===== src/rtl/lp_halt_pkg.sv =====
package lp_halt_pkg;

  typedef enum logic [1:0] {
    M_RUN    = 2'b00,
    M_ACTIVE = 2'b01,
    M_DEEP   = 2'b10,
    M_STAB   = 2'b11
  } lp_mode_e;

  localparam int CE_W = 4;
  localparam int CE_CPU = 3;
  localparam int CE_PER = 2;
  localparam int CE_OSC = 1;
  localparam int CE_RTC = 0;

  localparam logic [1:0] IMASK_SLEEP = 2'b10;

  function automatic logic [CE_W-1:0] clk_en_of(lp_mode_e m);
    logic [CE_W-1:0] ce;
    ce = '0;
    unique case (m)
      M_RUN: ce = '1;
      M_ACTIVE, M_STAB: begin
        ce[CE_OSC] = 1'b1;
        ce[CE_RTC] = 1'b1;
      end
      default: ce = '0;
    endcase
    return ce;
  endfunction

endpackage


===== src/rtl/lp_wake_filter.sv =====
module lp_wake_filter #(
  parameter int N_SRC = 4,
  parameter logic [N_SRC-1:0] WAKE_MASK = 4'b0011
) (
  input  logic             irq_rtc,
  input  logic [N_SRC-1:0] irq_src,
  output logic             shallow_wake,
  output logic             deep_wake
);

  logic [N_SRC-1:0] qual;

  for (genvar i = 0; i < N_SRC; i++) begin : g_qual
    if (WAKE_MASK[i]) begin : g_on
      assign qual[i] = irq_src[i];
    end else begin : g_off
      assign qual[i] = 1'b0;
    end
  end

  assign deep_wake    = |qual;
  assign shallow_wake = deep_wake | irq_rtc;

endmodule


===== src/rtl/lp_stab_timer.sv =====
module lp_stab_timer #(
  parameter int DLY_SHORT = 256,
  parameter int DLY_LONG  = 4096
) (
  input  logic clk,
  input  logic rst,
  input  logic clr,
  input  logic run,
  input  logic long_sel,
  output logic done
);

  localparam int CW = $clog2(DLY_LONG);
  localparam logic [CW-1:0] LAST_SHORT = CW'(DLY_SHORT - 1);
  localparam logic [CW-1:0] LAST_LONG  = CW'(DLY_LONG - 1);

  logic [CW-1:0] cnt;
  logic [CW-1:0] last;

  assign last = long_sel ? LAST_LONG : LAST_SHORT;
  assign done = run && (cnt == last);

  always_ff @(posedge clk) begin
    if (rst || clr) begin
      cnt <= '0;
    end else if (run && !done) begin
      cnt <= cnt + 1'b1;
    end
  end

endmodule


===== src/rtl/lp_halt_fsm.sv =====
module lp_halt_fsm
  import lp_halt_pkg::*;
(
  input  logic            clk,
  input  logic            rst,
  input  logic            halt_exec,
  input  logic            rtc_ie,
  input  logic            dly_long,
  input  logic            rst_req,
  input  logic            shallow_wake,
  input  logic            deep_wake,
  input  logic            tmr_done,
  output logic            tmr_clr,
  output logic            tmr_run,
  output logic            tmr_long,
  output logic [1:0]      mode,
  output logic [CE_W-1:0] clk_en,
  output logic            resume,
  output logic            vec_fetch,
  output logic            imask_wr,
  output logic [1:0]      imask,
  output logic            wdg_hold
);

  lp_mode_e st, nxt;
  logic     cause_rst, nxt_cause;
  logic     go_dly, enter_sleep, nxt_res, nxt_vf;

  always_comb begin
    nxt         = st;
    nxt_cause   = cause_rst;
    go_dly      = 1'b0;
    enter_sleep = 1'b0;
    nxt_res     = 1'b0;
    nxt_vf      = 1'b0;
    if (rst_req) begin
      nxt       = M_STAB;
      nxt_cause = 1'b1;
      go_dly    = 1'b1;
    end else begin
      unique case (st)
        M_RUN: if (halt_exec) begin
          nxt         = rtc_ie ? M_ACTIVE : M_DEEP;
          enter_sleep = 1'b1;
        end
        M_ACTIVE: if (shallow_wake) begin
          nxt     = M_RUN;
          nxt_res = 1'b1;
        end
        M_DEEP: if (deep_wake) begin
          nxt       = M_STAB;
          nxt_cause = 1'b0;
          go_dly    = 1'b1;
        end
        default: if (tmr_done) begin
          nxt     = M_RUN;
          nxt_res = !cause_rst;
          nxt_vf  = cause_rst;
        end
      endcase
    end
  end

  assign tmr_clr = go_dly;
  assign tmr_run = (st == M_STAB);

  always_ff @(posedge clk) begin
    if (rst) begin
      st        <= M_RUN;
      cause_rst <= 1'b0;
      tmr_long  <= 1'b0;
      clk_en    <= clk_en_of(M_RUN);
      resume    <= 1'b0;
      vec_fetch <= 1'b0;
      imask_wr  <= 1'b0;
      imask     <= 2'b00;
      wdg_hold  <= 1'b0;
    end else begin
      st        <= nxt;
      cause_rst <= nxt_cause;
      if (go_dly) tmr_long <= dly_long;
      clk_en    <= clk_en_of(nxt);
      resume    <= nxt_res;
      vec_fetch <= nxt_vf;
      imask_wr  <= enter_sleep;
      imask     <= enter_sleep ? IMASK_SLEEP : 2'b00;
      wdg_hold  <= (nxt == M_ACTIVE);
    end
  end

  assign mode = st;

endmodule


===== src/rtl/lp_halt_ctrl.sv =====
module lp_halt_ctrl #(
  parameter int N_SRC = 4,
  parameter logic [N_SRC-1:0] WAKE_MASK = 4'b0011,
  parameter int DLY_SHORT = 256,
  parameter int DLY_LONG  = 4096
) (
  input  logic             clk,
  input  logic             rst,
  input  logic             halt_exec,
  input  logic             rtc_ie,
  input  logic             dly_long,
  input  logic             irq_rtc,
  input  logic [N_SRC-1:0] irq_src,
  input  logic             rst_req,
  output logic [1:0]       mode,
  output logic [3:0]       clk_en,
  output logic             resume,
  output logic             vec_fetch,
  output logic             imask_wr,
  output logic [1:0]       imask,
  output logic             wdg_hold
);

  logic shallow_wake, deep_wake;
  logic tmr_clr, tmr_run, tmr_long, tmr_done;

  lp_wake_filter #(.N_SRC(N_SRC), .WAKE_MASK(WAKE_MASK)) u_wake (
    .irq_rtc      (irq_rtc),
    .irq_src      (irq_src),
    .shallow_wake (shallow_wake),
    .deep_wake    (deep_wake)
  );

  lp_stab_timer #(.DLY_SHORT(DLY_SHORT), .DLY_LONG(DLY_LONG)) u_tmr (
    .clk      (clk),
    .rst      (rst),
    .clr      (tmr_clr),
    .run      (tmr_run),
    .long_sel (tmr_long),
    .done     (tmr_done)
  );

  lp_halt_fsm u_fsm (
    .clk          (clk),
    .rst          (rst),
    .halt_exec    (halt_exec),
    .rtc_ie       (rtc_ie),
    .dly_long     (dly_long),
    .rst_req      (rst_req),
    .shallow_wake (shallow_wake),
    .deep_wake    (deep_wake),
    .tmr_done     (tmr_done),
    .tmr_clr      (tmr_clr),
    .tmr_run      (tmr_run),
    .tmr_long     (tmr_long),
    .mode         (mode),
    .clk_en       (clk_en),
    .resume       (resume),
    .vec_fetch    (vec_fetch),
    .imask_wr     (imask_wr),
    .imask        (imask),
    .wdg_hold     (wdg_hold)
  );

endmodule


===== config.mk =====
export PLATFORM = sky130hd
export DESIGN_NAME = lp_halt_ctrl
export DESIGN_NICKNAME = d
export VERILOG_FILES = /design/src/rtl/lp_halt_pkg.sv /design/src/rtl/lp_wake_filter.sv /design/src/rtl/lp_stab_timer.sv /design/src/rtl/lp_halt_fsm.sv /design/src/rtl/lp_halt_ctrl.sv
export SDC_FILE = /design/constraint.sdc
export NUM_CORES = 1
export LEC_CHECK = 0
export BUFFER_PORTS_ARGS = -buffer_cell sky130_fd_sc_hd__buf_2
export CORE_MARGIN = 3
export CORE_UTILIZATION = 44
export CTS_BUF_LIST = sky130_fd_sc_hd__clkbuf_8
export CTS_CLUSTER_SIZE = 28
export DETAILED_ROUTE_END_ITERATION = 8
export PLACE_DENSITY_LB_ADDON = 0.1
export REMOVE_ABC_BUFFERS = 1
export SLEW_MARGIN = 20
export SYNTH_ARGS = -nofsm -noshare
export SYNTH_HDL_FRONTEND = slang
export SYNTH_SLANG_ARGS = --single-unit

===== constraint.sdc =====
create_clock -name clk -period 5.38 [get_ports clk]
set_input_delay 0.807 -clock clk [delete_from_list [all_inputs] [get_ports clk]]
set_output_delay 0.807 -clock clk [all_outputs]
set_load 0.1 [all_outputs]

==> key figures <==
STA
  • Period utilization: 0.396
  • Setup_tns: 0 ns
  • Hold slack: 0.484 ns
  • Setup violations, final: 0
  • Fmax: between 400 and 500 MHz
  • Pins Over Slew Limit: 0
  • Unrepaired setup endpoints after global routing: false
  • Setup Skew: around 0.0052 ns
  • Final hold violations: 0
  • Fin crit period: 2.13 ns

Floorplan
  • Core Region: roughly 2300 um2
  • Die W: ~57 um
  • Row count: 17
  • # IOs: 23
  • DIE HEIGHT: around 57 um
  • Initial Utilization: 0.490
  • Total die area: approximately 3300 um2

Synth
  • Synth area leaders: dfxtp_1, nor2_1, ha_1
  • FF+latch count, synth: 22
  • Synthesized area: 1150 um2
  • Yosys warns: 0
  • Cell count after synthesis: about 130
  • Largest area contributor in the netlist: dfxtp_1
  • Syn avg cell area: between 8 and 9 um2
  • Post-synthesis cell type count: 38
  • Share of the synthesized area in the top cell type: 0.384
  • Register area share after synthesis: 0.384

Critical path
  • Worst R2R Start: u_fsm.mode[0]
  • Crit path max fanout: 10
  • CP arrival: roughly 2.3 ns
  • CP cell instances: ha_1 > and4_1 > nand4_1 > a2111oi_2 > xnor2_1 > nor2_1
  • WP buf/inv: 0
  • Delay-heaviest family, CP: simple AND/OR/NAND/NOR gates
  • Crit-path max cell delay: 0.46 ns
  • FF-to-FF path depth: 6
  • CP Class: reg -> reg
  • Crit path launch type: flip-flop
  • Slowest CP cell: dfxtp_1
  • WP data required: between 5 and 6 ns
  • Crit. End Element: flip-flop
  • Crit Reg-Reg Endpoint: u_tmr.cnt[11]
  • R2R setup slack: roughly 3.3 ns

Place
  • Port Buffers: 19
  • Placed inst area: 1230 um2
  • DP Wirelength: roughly 1.6 mm
  • Cell count after placement: ~170
  • Placer Congestion: around 0.86

Worst hold path
  • Hold Crit Class: reg -> reg
  • Hold Path End: u_fsm.vec_fetch
  • Worst hold path depth: 2
  • Hold path start: u_fsm.cause_rst

Route
  • ANT nets after route: 0
  • Wire per inst: 12.2 um
  • DR iter-0 viols: 16
  • Via Count: 951
  • Initial DRT Pass Iterations: 4
  • Routed wire length: 2.14 mm
  • # DRC: 0
  • Mean number of vias per cell: about 5.4

CTS
  • CTS buffer count: 3
  • Clock latency on the worst-skew pair: roughly 0.26 ns
  • CTS tree: yes
  • Longest Clk Path Bufs: 2
  • Hold Buf Count CTS: 0
  • Sink Count: 22
  • Post_cts resized: 0
  • CTS clk-pin slew, worst paths: roughly 0.080 ns
  • Clk root buf: clkbuf_8
  • H-tree depth: 1
  • Post-CTS Setup Bufs: 0

Global route
  • Vias in the first global route: between 900 and 1000
  • Largest net degree at the start of global routing: 13
  • Grt total ovfl: 0
  • Initial antenna violation count: 0
  • Tot GR Track Use: 0.146
  • First-pass GRT wire length: around 4 mm

Flow run
  • MaxCap Viol Count: 0

Finish
  • Fillers: 231
  • Synthesis-to-layout area growth: 11.8%
  • Layout cells sized above 1: 0.203
  • Fin cells: between 150 and 200
  • Fin nets: roughly 170
  • # diodes: 0
  • Final instance area: about 1300 um2

Power
  • Leakage power: between 0.0005 and 0.0006 uW
  • Cell Pwr Density: 290 nW/um2
  • Peak supply drop: 0.206 mV

Outcome
  • Status: finished, final reports clean
-- worst min-delay path: stages (launching register included) --
cell	delay [ns]
dfxtp_1	0.34
nand3_1	0.07
nor2_1	0.04
-- worst max path at each step --
stage                  startpoint             to  slack (ns)  depth (start not counted)
global placement    u_fsm.mode[0]  u_tmr.cnt[11]        3.26                          6
floorplan           u_fsm.mode[0]  u_tmr.cnt[11]        2.78                          6
global route        u_fsm.mode[0]  u_tmr.cnt[11]        3.03                          6
detailed placement  u_fsm.mode[0]  u_tmr.cnt[11]        3.24                          6
finish              u_fsm.mode[0]  u_tmr.cnt[11]        3.25                          6
CTS                 u_fsm.mode[0]  u_tmr.cnt[11]        3.24                          6
-- sequential cells by signal, summed over array words and instances (netlist names) --
name / flops
u_fsm.vec_fetch: 1
u_fsm.mode: 2
u_fsm.imask: 1
u_fsm.clk_en: 2
u_fsm.cause_rst: 1
u_tmr.cnt: 12
u_fsm.tmr_long: 1
u_fsm.resume: 1
u_fsm.wdg_hold: 1
-- cell usage after synthesis --
library cell	number
nor2b_1	1
nand3b_1	2
o22ai_4	1
mux2i_1	2
nor3_2	1
a2111oi_2	1
inv_1	6
o211ai_1	1
a31oi_1	1
nand2_1	7
nand2b_1	1
o21ai_0	5
xnor2_1	5
and3_1	5
and2_1	1
o21bai_1	1
nor4b_1	1
o32a_1	1
ha_1	5
buf_4	5
dfxtp_1	22
conb_1	1
or4_4	1
and4_1	1
a31o_2	1
nand3_1	7
nor3_1	6
a211oi_1	1
mux2_2	1
buf_2	1
a21oi_1	11
nor2_1	17
a31oi_4	1
nand4_1	3
o21a_1	1
clkbuf_1	2
o221ai_1	1
a21o_1	2
-- routing by layer --
| metal | GRT usage | share of wire | vias up |
|---|---|---|---|
| met1 | 0.200 | 0.52 | 441 |
| met4 | 0.0464 | 0.0084 | 0 |
| met3 | 0.0271 | 0.036 | 2 |
| li1 | - | - | 497 |
| met2 | 0.233 | 0.43 | 11 |
| met5 | 0 | 0 | - |
-- power by group --
part | internal, uW | total [uW] | switching, uW
logic | 18.6 | 83.2 | 64.6
registers | 168 | 173 | 4.77
clock network | 65.1 | 116 | 50.5
total | 252 | 371 | 120
-- cells by family (layout without fill, tap and decap cells) --
| logic type | after synthesis | after routing | share of synthesized area |
|---|---|---|---|
| muxes | 3 | 3 | 0.0273 |
| buffers and inverters | 14 | 29 | 0.0633 |
| other | 1 | 1 | 0.00327 |
| AOI/OAI and AO/OA | 29 | 29 | 0.188 |
| DFF | 22 | 22 | 0.384 |
| and+or+nand+nor | 54 | 54 | 0.242 |
| xor gates and xnor gates | 5 | 5 | 0.0382 |
| adders and majority gates | 5 | 5 | 0.0545 |
-- stage by stage --
stage / util / power [uW] / worst slack, ns
3_3_place_gp: 0.525 / 260 / 3.26
3_5_place_dp: 0.525 / 260 / 3.24
6_report: 0.548 / 371 / 3.25
5_1_grt: 0.548 / 390 / 3.03
2_1_floorplan: - / 244 / 2.78
4_1_cts: 0.548 / 377 / 3.24
-- area by class of cell --
cell class              instances  area [um2]  share of cell area
clock buffers                   4        55.1              0.0429
multi-input cells              97         634               0.495
inverters                       6        22.5              0.0176
repair buffers                 19        95.1              0.0741
well taps                      28        35.0              0.0273
flip-flops and latches         22         440               0.343
-- cells in the final DEF, fill, tap and decap left out, types with 2 or more instances in the layout --
cell      Yosys  final
dfxtp_1      22     22
buf_2         1     19
nor2_1       17     17
a21oi_1      11     11
nand3_1       7      7
nand2_1       7      7
inv_1         6      6
nor3_1        6      6
and3_1        5      5
o21ai_0       5      5
xnor2_1       5      5
ha_1          5      5
clkbuf_8      0      4
nand4_1       3      3
nand3b_1      2      2
a21o_1        2      2
mux2i_1       2      2
No activity file was read; power rests on OpenSTA's default activity.
